**src/rtl/gamma_pkg.sv**
```systemverilog
package gamma_pkg;

    localparam int IN_W       = 12;
    localparam int OUT_W      = 10;
    localparam int N_KNOT     = 33;
    localparam int N_SEG      = N_KNOT - 1;
    localparam int SEG_W      = $clog2(N_SEG);
    localparam int ADDR_W     = $clog2(N_KNOT);
    localparam int FINE_SHIFT = 3;
    localparam int FINE_SEGS  = 8;
    localparam int SUB_BITS   = 2;
    localparam int FINE_LIMIT = FINE_SHIFT + $clog2(FINE_SEGS);
    localparam int SHIFT_W    = $clog2(IN_W);
    localparam int FRAC_W     = IN_W - SUB_BITS - 1;
    localparam int OUT_MAX    = (1 << OUT_W) - 1;
    localparam int PROD_W     = OUT_W + 1 + FRAC_W + 1;
    localparam int SUM_W      = PROD_W + 1;

    typedef logic [OUT_W-1:0]              knot_t;
    typedef logic [N_KNOT-1:0][OUT_W-1:0]  curve_t;

    typedef enum logic {
        SH_SYNCED  = 1'b0,
        SH_PENDING = 1'b1
    } sh_state_t;

    function automatic int knot_pos(input int k);
        int g;
        int r;
        if (k <= FINE_SEGS) begin
            return k << FINE_SHIFT;
        end
        g = (k - FINE_SEGS) >> SUB_BITS;
        r = (k - FINE_SEGS) & ((1 << SUB_BITS) - 1);
        return ((FINE_SEGS << FINE_SHIFT) << g)
             + r * (((FINE_SEGS << FINE_SHIFT) >> SUB_BITS) << g);
    endfunction

    function automatic int knot_reset(input int k);
        int p;
        p = knot_pos(k) >> (IN_W - OUT_W);
        return (p > OUT_MAX) ? OUT_MAX : p;
    endfunction

endpackage

```
**src/rtl/gamma_shadow_regs.sv**
```systemverilog
module gamma_shadow_regs
    import gamma_pkg::*;
(
    input  logic              clk,
    input  logic              rst_n,
    input  logic              wr_en,
    input  logic [ADDR_W-1:0] wr_addr,
    input  logic [OUT_W-1:0]  wr_data,
    input  logic              fade_en,
    input  logic              frame_start,
    output curve_t            active,
    output logic              fade_act
);

    sh_state_t state_q;
    sh_state_t state_d;
    curve_t    shadow;
    logic      wr_hit;
    logic      do_copy;

    assign wr_hit  = wr_en && (int'(wr_addr) < N_KNOT);
    assign do_copy = frame_start && (state_q == SH_PENDING);

    // next-state decision
    always_comb begin
        state_d = state_q;
        unique case (state_q)
            SH_SYNCED: begin
                if (wr_hit) state_d = SH_PENDING;
            end
            SH_PENDING: begin
                if (frame_start && !wr_hit) state_d = SH_SYNCED;
            end
        endcase
    end

    // state register
    always_ff @(posedge clk or negedge rst_n) begin
        if (!rst_n) state_q <= SH_SYNCED;
        else        state_q <= state_d;
    end

    // outputs: shadow and live curve
    always_ff @(posedge clk or negedge rst_n) begin
        if (!rst_n) begin
            for (int k = 0; k < N_KNOT; k++) begin
                shadow[k] <= OUT_W'(knot_reset(k));
                active[k] <= OUT_W'(knot_reset(k));
            end
            fade_act <= 1'b0;
        end else begin
            if (wr_hit) shadow[wr_addr] <= wr_data;
            if (do_copy) active <= shadow;
            if (frame_start) fade_act <= fade_en;
        end
    end


    active_hold_chk: assert property (@(posedge clk) disable iff (!rst_n)
        !frame_start |=> $stable(active));


    copy_on_frame_chk: assert property (@(posedge clk) disable iff (!rst_n)
        (frame_start && state_q == SH_PENDING) |=> (active == $past(shadow)));


    fade_hold_chk: assert property (@(posedge clk) disable iff (!rst_n)
        !frame_start |=> $stable(fade_act));


    ignore_addr_chk: assert property (@(posedge clk) disable iff (!rst_n)
        (wr_en && int'(wr_addr) >= N_KNOT) |=> $stable(shadow));

endmodule

```
**src/rtl/gamma_seg_decode.sv**
```systemverilog
module gamma_seg_decode
    import gamma_pkg::*;
(
    input  logic [IN_W-1:0]    pix,
    output logic [SEG_W-1:0]   seg,
    output logic [FRAC_W-1:0]  frac,
    output logic [SHIFT_W-1:0] shift
);

    localparam int SUB_MASK = (1 << SUB_BITS) - 1;

    int msb;
    int seg_i;
    int sh_i;
    int frac_i;

    always_comb begin
        msb = 0;
        for (int i = 0; i < IN_W; i++) begin
            if (pix[i]) msb = i;
        end
        if (msb < FINE_LIMIT) begin
            sh_i  = FINE_SHIFT;
            seg_i = int'(pix) >> FINE_SHIFT;
        end else begin
            sh_i  = msb - SUB_BITS;
            seg_i = FINE_SEGS + ((msb - FINE_LIMIT) << SUB_BITS)
                  + ((int'(pix) >> sh_i) & SUB_MASK);
        end
        frac_i = int'(pix) & ((1 << sh_i) - 1);
        seg    = SEG_W'(seg_i);
        frac   = FRAC_W'(frac_i);
        shift  = SHIFT_W'(sh_i);
    end

endmodule

```
**src/rtl/gamma_interp.sv**
```systemverilog
module gamma_interp
    import gamma_pkg::*;
(
    input  logic               clk,
    input  logic               rst_n,
    input  logic               in_valid,
    input  logic               in_dark,
    input  logic [OUT_W-1:0]   y0,
    input  logic [OUT_W-1:0]   y1,
    input  logic [FRAC_W-1:0]  frac,
    input  logic [SHIFT_W-1:0] shift,
    output logic               out_valid,
    output logic [OUT_W-1:0]   out_pix
);

    logic signed [OUT_W:0]    diff;
    logic signed [PROD_W-1:0] prod;

    logic                     s2_valid;
    logic                     s2_dark;
    logic signed [PROD_W-1:0] s2_prod;
    logic [OUT_W-1:0]         s2_y0;
    logic [OUT_W-1:0]         s2_y1;
    logic [SHIFT_W-1:0]       s2_shift;

    logic signed [SUM_W-1:0]  prod_ext;
    logic signed [SUM_W-1:0]  half;
    logic signed [SUM_W-1:0]  step;
    logic signed [SUM_W-1:0]  sum;
    logic [OUT_W-1:0]         clamped;
    logic [OUT_W-1:0]         s2_lo;
    logic [OUT_W-1:0]         s2_hi;

    // stage 2 arithmetic: signed slope times fraction
    always_comb begin
        diff = $signed({1'b0, y1}) - $signed({1'b0, y0});
        prod = diff * $signed({1'b0, frac});
    end

    always_ff @(posedge clk or negedge rst_n) begin
        if (!rst_n) begin
            s2_valid <= 1'b0;
            s2_dark  <= 1'b0;
            s2_prod  <= '0;
            s2_y0    <= '0;
            s2_y1    <= '0;
            s2_shift <= '0;
        end else begin
            s2_valid <= in_valid;
            if (in_valid) begin
                s2_dark  <= in_dark;
                s2_prod  <= prod;
                s2_y0    <= y0;
                s2_y1    <= y1;
                s2_shift <= shift;
            end
        end
    end

    // stage 3 arithmetic: round to nearest, add base, clamp
    always_comb begin
        prod_ext = SUM_W'(s2_prod);
        half     = SUM_W'(1) << (s2_shift - SHIFT_W'(1));
        step     = (prod_ext + half) >>> s2_shift;
        sum      = $signed({{(SUM_W-OUT_W){1'b0}}, s2_y0}) + step;
        if (sum[SUM_W-1]) begin
            clamped = '0;
        end else if (sum > $signed(SUM_W'(OUT_MAX))) begin
            clamped = OUT_W'(OUT_MAX);
        end else begin
            clamped = sum[OUT_W-1:0];
        end
        s2_lo = (s2_y0 < s2_y1) ? s2_y0 : s2_y1;
        s2_hi = (s2_y0 < s2_y1) ? s2_y1 : s2_y0;
    end

    always_ff @(posedge clk or negedge rst_n) begin
        if (!rst_n) begin
            out_valid <= 1'b0;
            out_pix   <= '0;
        end else begin
            out_valid <= s2_valid;
            out_pix   <= s2_valid ? clamped : '0;
        end
    end


    within_knots_chk: assert property (@(posedge clk) disable iff (!rst_n)
        s2_valid |=> (out_pix >= $past(s2_lo)) && (out_pix <= $past(s2_hi)));


    dark_zero_chk: assert property (@(posedge clk) disable iff (!rst_n)
        (s2_valid && s2_dark) |=> (out_pix == '0));


    idle_zero_chk: assert property (@(posedge clk) disable iff (!rst_n)
        !out_valid |-> (out_pix == '0));


    stage_delay_chk: assert property (@(posedge clk) disable iff (!rst_n)
        in_valid |=> ##1 out_valid);

endmodule

```
**src/rtl/gamma_pwl.sv**
```systemverilog
module gamma_pwl
    import gamma_pkg::*;
(
    input  logic              clk,
    input  logic              rst_n,
    input  logic              frame_start,
    input  logic              fade_en,
    input  logic              wr_en,
    input  logic [ADDR_W-1:0] wr_addr,
    input  logic [OUT_W-1:0]  wr_data,
    input  logic              in_valid,
    input  logic [IN_W-1:0]   in_pix,
    output logic              out_valid,
    output logic [OUT_W-1:0]  out_pix
);

    curve_t             active;
    logic               fade_act;
    logic [SEG_W-1:0]   dec_seg;
    logic [FRAC_W-1:0]  dec_frac;
    logic [SHIFT_W-1:0] dec_shift;
    logic [ADDR_W-1:0]  seg_lo;
    logic [ADDR_W-1:0]  seg_hi;

    logic               s1_valid;
    logic               s1_dark;
    logic [OUT_W-1:0]   s1_y0;
    logic [OUT_W-1:0]   s1_y1;
    logic [FRAC_W-1:0]  s1_frac;
    logic [SHIFT_W-1:0] s1_shift;

    gamma_shadow_regs u_regs (
        .clk         (clk),
        .rst_n       (rst_n),
        .wr_en       (wr_en),
        .wr_addr     (wr_addr),
        .wr_data     (wr_data),
        .fade_en     (fade_en),
        .frame_start (frame_start),
        .active      (active),
        .fade_act    (fade_act)
    );

    gamma_seg_decode u_dec (
        .pix   (in_pix),
        .seg   (dec_seg),
        .frac  (dec_frac),
        .shift (dec_shift)
    );

    assign seg_lo = ADDR_W'(dec_seg);
    assign seg_hi = ADDR_W'(dec_seg) + ADDR_W'(1);

    // stage 1: knot lookup against the live curve
    always_ff @(posedge clk or negedge rst_n) begin
        if (!rst_n) begin
            s1_valid <= 1'b0;
            s1_dark  <= 1'b0;
            s1_y0    <= '0;
            s1_y1    <= '0;
            s1_frac  <= '0;
            s1_shift <= '0;
        end else begin
            s1_valid <= in_valid;
            if (in_valid) begin
                s1_dark  <= fade_act;
                s1_y0    <= fade_act ? '0 : active[seg_lo];
                s1_y1    <= fade_act ? '0 : active[seg_hi];
                s1_frac  <= dec_frac;
                s1_shift <= dec_shift;
            end
        end
    end

    gamma_interp u_interp (
        .clk       (clk),
        .rst_n     (rst_n),
        .in_valid  (s1_valid),
        .in_dark   (s1_dark),
        .y0        (s1_y0),
        .y1        (s1_y1),
        .frac      (s1_frac),
        .shift     (s1_shift),
        .out_valid (out_valid),
        .out_pix   (out_pix)
    );


    frac_in_seg_chk: assert property (@(posedge clk) disable iff (!rst_n)
        s1_valid |-> ((int'(s1_frac) >> s1_shift) == 0));


    first_stage_chk: assert property (@(posedge clk) disable iff (!rst_n)
        in_valid |=> s1_valid);

endmodule

```
**config.mk**
```make
export PLATFORM = sky130hd
export DESIGN_NAME = gamma_pwl
export DESIGN_NICKNAME = d
export VERILOG_FILES = /design/src/rtl/gamma_pkg.sv /design/src/rtl/gamma_shadow_regs.sv /design/src/rtl/gamma_seg_decode.sv /design/src/rtl/gamma_interp.sv /design/src/rtl/gamma_pwl.sv
export SDC_FILE = /design/constraint.sdc
export NUM_CORES = 2
export LEC_CHECK = 0
export BUFFER_PORTS_ARGS = -buffer_cell sky130_fd_sc_hd__buf_2
export CAP_MARGIN = 20
export CORE_AREA = 2 2 276 278
export CTS_CLUSTER_SIZE = 12
export DETAILED_ROUTE_END_ITERATION = 12
export DIE_AREA = 0 0 278 280
export PLACE_DENSITY = 0.8
export SYNTH_ARGS = -nofsm -noshare
export SYNTH_HDL_FRONTEND = slang
export SYNTH_SLANG_ARGS = --single-unit
```
**constraint.sdc**
```tcl
create_clock -name clk -period 15.3 [get_ports clk]
set_input_delay 0.765 -clock clk [delete_from_list [all_inputs] [get_ports clk]]
set_output_delay 0.765 -clock clk [all_outputs]
set_load 0.02 [all_outputs]
```
; ---- Yosys cells after proc, flatten, opt, wreduce, memory -nomap -nowiden
; Cells that the tools add are included.
[word_totals]
word_cells = 136
register_bits = 743
out_inout_bits = 11
[op_classes]
multipliers = 1
n_reduce_logical = 5
n_mux = 28
add_sub_neg = 10
shift = 4
bitwise = 2
order_cmp = 7
[ops]
columns = operator, count
row1 = $bwmux W330, 1
row2 = $mux W32, 10
row3 = $mux W10, 8
row4 = $bmux W10 S6, 1
row5 = $demux W10 S6, 1
row6 = $bmux W10 S5, 1
row7 = $lt A32 B4 Y1 const B, 1
row8 = $shl A1 B32 Y9 const A, 1
row9 = $shr A12 B32 Y2, 1
row10 = $sub A32 B3 Y32 const B, 1
row11 = $add A11 B22 Y22, 1
row12 = $add A21 B22 Y22, 1
row13 = $gt A22 B11 Y1 const B, 1
row14 = $shl A1 B4 Y22 const A, 1
row15 = $sshr A22 B4 Y22, 1
row16 = $mul A11 B10 Y21, 1
row17 = $lt A6 B7 Y1 const B, 2
row18 = $sub A10 B10 Y11, 1
row19 = $and A9 B9 Y9, 1
row20 = $sub A9 B2 Y9 const B, 1
row21 = $lt A5 B7 Y1 const B, 1
row22 = $add A5 B1 Y6 const B, 1
row23 = $ge A6 B1 Y1 const B, 1
row24 = $lt A6 B6 Y1 const B, 1
row25 = 11 further kinds, 16

; ---- Logic depth before layout (Yosys ltp)
[logic_depth]
ltp_word = 19
mapped_depth = 34
mapped_depth_nobuf = 33

; ---- Cells and area by module
; A second synthesis with hierarchy kept.
[hier_totals]
hier_cells = 3123
hier_area_um2 = 41390.9
[by_module_without_submodules]
columns = module, n_inst, seq_area_each_um2, area_per_inst_um2, cells_per_inst
row1 = gamma_shadow_regs, 1, 16741.1, 24948.9, 1455
row2 = gamma_interp, 1, 1176.1, 9108.7, 1075
row3 = gamma_pwl, 1, 875.8, 6615.1, 488
row4 = gamma_seg_decode, 1, 0.0, 718.2, 105

; ---- Worst setup path after synthesis
; Ideal clock, no wire load.
[synth_timing]
path_type = reg2reg
startpoint = register s1_y1[0]
endpoint = register u_interp.s2_prod[20]
synth_period_minus_slack_ns = 6.938
n_path_buf = 0
setup_time_ns = 0.135
path_stages_with_launch = 31
required_ns = 15.165
arrival_time_ns = 6.803
slack_ns = 8.362
cell_sequence = dfrtp_1 -> inv_1 -> ha_1 -> inv_1 -> fa_1 -> nand2_1 -> nand2_1 -> a21oi_1 -> o21ai_0 -> a21oi_1 -> o21bai_1 -> a21oi_1 -> o21bai_1 -> a21oi_1 -> nand2_1 -> fa_1 -> inv_1 -> fa_1 -> inv_1 -> fa_1 -> inv_1 -> fa_1 -> fa_1 -> ha_1 -> a21oi_1 -> o21a_1 -> o21ai_0 -> or4_1 -> a31oi_1 -> xnor2_1 -> mux2i_1
[synth_between]
elab_chain_cells = 2
[synth_rtl]
columns = item, line
row1 = from (decl), gamma_pwl.sv:28  ; logic [OUT_W-1:0] s1_y1;
row2 = from (signal assigned), gamma_pwl.sv:68  ; s1_y1 <= fade_act ? '0 : active[seg_hi];
row3 = $sub A10 B10 Y11, gamma_interp.sv:36  ; diff = $signed({1'b0, y1}) - $signed({1'b0, y0});
row4 = $mul A11 B10 Y21, gamma_interp.sv:37  ; prod = diff * $signed({1'b0, frac});
row5 = to (signal assigned), gamma_interp.sv:52  ; s2_prod <= prod;
row6 = to (decl), gamma_interp.sv:21  ; logic signed [PROD_W-1:0] s2_prod;
; Every way passes these cells.
; A chain may end at the register's enable or synchronous reset.

; ---- Worst setup path after layout
[layout_timing]
startpoint = register u_interp.s2_shift[3]
endpoint = register u_interp.out_pix[9]
[layout_between]
elab_chain_cells = 9
[layout_rtl]
columns = item, line
row1 = from (decl), gamma_interp.sv:24  ; logic [SHIFT_W-1:0] s2_shift;
row2 = from (signal assigned), gamma_interp.sv:55  ; s2_shift <= shift;
row3 = $sub A4 B1 Y4, gamma_interp.sv:63  ; half = SUM_W'(1) << (s2_shift - SHIFT_W'(1));
row4 = $shl A1 B4 Y22, gamma_interp.sv:63
row5 = $add A21 B22 Y22, gamma_interp.sv:64  ; step = (prod_ext + half) >>> s2_shift;
row6 = $sshr A22 B4 Y22 *, gamma_interp.sv:64
row7 = $add A11 B22 Y22 *, gamma_interp.sv:65  ; sum = $signed({{(SUM_W-OUT_W){1'b0}}, s2_y0}) + step;
row8 = $gt A22 B11 Y1, gamma_interp.sv:68  ; end else if (sum > $signed(SUM_W'(OUT_MAX))) begin
row9 = $mux W10, gamma_interp.sv:68
row10 = $mux W10 *, gamma_interp.sv:66  ; if (sum[SUM_W-1]) begin
row11 = $mux W10 *, gamma_interp.sv:83  ; out_pix <= s2_valid ? clamped : '0;
row12 = to (signal assigned), gamma_interp.sv:83
row13 = to (decl), gamma_interp.sv:13  ; output logic [OUT_W-1:0] out_pix
; Every way passes the cells marked *; elsewhere a longest branch is shown, timed or not.

==> out/qor.yml <==
finalSetupViolCount: 0
max_freq_ghz: 0.116
grt_overflow: 0
startpoint_type: "register"
routed_via_density: 6.28
ys_types: 77
cts_tree: "done"
globalplace.congestion: 0.921
die_height_um: 280
status: "finished clean"
drcViolationCount: 0
nFillCells: 5733
synth_compound_area_frac: 0.0650
synth_area_leaders: "dfrtp_1 (37%), mux2_2 (19%), dfstp_2 (9.0%)"
crit_buf_inv: 3
layout_common_cells: "mux2_2 (698), dfrtp_1 (603), nand2_1 (383)"
ant_nets: 0
p_seq_frac: 0.264
totalWireLength_um: 105000
powerDensity_mw_per_mm2: 226
cp_max_fo: 29
r2r_slack_ns: 6.68
grt_max_degree: 179
pwr-share-comb: 0.538
max_stage_delay_ns: 0.66
synth_largest_area_cell: "dfrtp_1"
syn_inst: 3410
clock_power_share: 0.199
coreArea_mm2: 0.0752
final_nets: 3606
cpMostUsedCell: "nor2_1"
clock_latency_ns: 0.65
max_cap_viol_count: 0
slew_headroom: 0.291
cts.sinks: 743
fin_crit_ns: 8.62
avgSynthCellArea_um2: 12.0
grt_first_pass_wirelength_um: 165000
first_pass_iters: 6
switching_share: 0.395
antenna_found_initial: 6
finalSetupTns_ns: 0
synth_fa_ha_area_frac: 0.0709
ys_seq_area_frac: 0.460
required_ns: 15.75
grt_usage: 0.274
cp_data_arrival_time_ns: 9.06
cpLargestDelayFamily: "compound AO/OA/AOI/OAI gates"
final_cells: 4442
synth-simple-area-share: 0.0891
synthFlopType: "dfrtp_1"
numCtsBuffers: 81
path_clk_slew_ns: 0.06
worst_pin_slew_ns: 1.06
vias: 27900
cts-root-buf: "clkbuf_16"
synth_top_area_frac: 0.370
std_cell_rows: 101
synth_xor_area_frac: 0.0131
drtIter0Drc: 2449
die_w_um: 278
clock_path_buffers: 3
yosysWarnings: 0
vdd_ir_drop_max_v: 0.000554
power.internal_mw: 6.11
portBuffers: 44
synth_top_family_by_area: "multiplexers"
io_pins: 45
fp.dieArea_mm2: 0.0778
cp_slowest_cell: "a2111oi_4"
postCtsHoldBufs: 0
hold_viol_final: 0
grt_pass1_vias: 28400
p_switching_mw: 3.98
rsz0062_at_grt: "false"
cts_resized: 0
min_path_type: "input pin to async pin"
critical_path_class: "register to register"
period_share: 0.563
slew_violations: 0
cp-end-kind: "register"
dp.cells: 4288
syn-num-nets: 3621
layout_commonest_cell: "mux2_2"
wl_per_cell_um: 23.7
synth-seq-cells: 743
start_util: 0.543
synthMuxAreaShare: 0.269
areaGrowthSynthToFinish_pct: 9.67
synth-edff-count: 0
htreeDepth: 3
layout-drive-gt1-share: 0.339
leakagePower_nw: 20.5
hpwl_um: 69000
skew_ns: 0.0279
ys_async_sr_fraction: 1.00
syn_area_mm2: 0.0408
cts_setup_buffers: 0
## per-stage QoR
step	power, mW	hold WS (ns)	cell area, um^2	utilization	setup slack, ns
after detailed placement	8.11	0.444	42000	0.558	6.80
after CTS	10.1	0.163	44700	0.595	6.76
after global placement	7.93	0.438	41900	0.558	6.96
after floorplan	6.95	0.348	40800	-	8.36
final	10.1	0.162	44700	0.595	6.68
after global routing	10.9	0.211	44700	0.595	5.92
## per-layer routing
layer  vias to the layer above  global-route usage  routed length, um
met5                         -                   0                 22
met4                         4               0.122               4570
met3                       323              0.0472               7780
met2                      1121               0.444              50000
met1                     14300               0.362              43000
li1                      12100                   -                  -
## worst register-to-register path, delay by kind of cell (launching register included)
| kind | cells | cell delay (ns) |
|---|---|---|
| multiplexers | 3 | 0.73 |
| XOR/XNOR | 1 | 0.22 |
| AO/OA/AOI/OAI | 13 | 3.79 |
| buffers and inverters | 3 | 0.91 |
| adder cells (fa/ha/maj) | 4 | 1.25 |
| flip-flops | 1 | 0.36 |
| AND/OR/NAND/NOR | 8 | 1.18 |
## worst paths after layout
kind / startpoint / end / cells past startpoint
max in group asynchronous: rst_n / u_regs.active[261] / 3
min: rst_n / u_regs.active[128] / 1
min reg2reg: u_interp.s2_valid / u_interp.out_valid / 0
max: u_interp.s2_shift[3] / u_interp.out_pix[9] / 32
min in group clk: fade_en / u_regs.fade_act / 2
max reg2reg: u_interp.s2_shift[3] / u_interp.out_pix[9] / 32
## sequential cells by signal, indices dropped and copies added, names as in the netlist
register / count
u_interp.s2_shift: 4
s1_y1: 10
s1_frac: 9
s1_y0: 10
u_interp.s2_prod: 21
u_regs.active: 330
u_regs.shadow: 330
u_interp.s2_y0: 10
s1_valid: 1
u_interp.s2_valid: 1
u_regs.fade_act: 1
u_interp.out_valid: 1
s1_shift: 4
u_regs.state_q: 1
u_interp.out_pix: 10
## cells in the mapped netlist (83+ instances only)
cell	number
nand3_1	106
mux2_2	698
nand2_1	386
nor2_1	112
dfstp_2	140
clkbuf_1	167
a21oi_1	86
inv_1	162
dfrtp_1	603
fa_1	90
ha_1	87
mux2i_1	121
mux4_2	83
## power groups by stage
stage               clock network (mW)  registers [mW]  logic, mW
finish                            2.01            2.66       5.43
global route                      2.11            2.70       6.14
CTS                               2.02            2.65       5.46
detailed placement                   0            2.68       5.43
global placement                     0            2.66       5.27
floorplan                            0            2.58       4.37
## logic make-up (layout without fill, tap and decap cells)
logic type / Yosys count / in the layout
and+or+nand+nor: 795 / 795
buffers and inverters: 354 / 404
xor gates and xnor gates: 61 / 61
other: 0 / 4
AOI/OAI and AO/OA: 376 / 376
muxes: 904 / 904
adders and majority gates: 177 / 177
DFF: 743 / 743
## final cells by class
class	count	area, um^2	share of cell area
diodes	4	10.0	0.000224
clock buffers	127	2370	0.0530
clock inverters	21	367	0.00819
inverters	164	623	0.0139
multi-input cells	2313	20700	0.464
flip-flops and latches	743	18800	0.420
well taps	978	1220	0.0274
repair buffers	92	631	0.0141
Power figures use the tool's default switching activity.
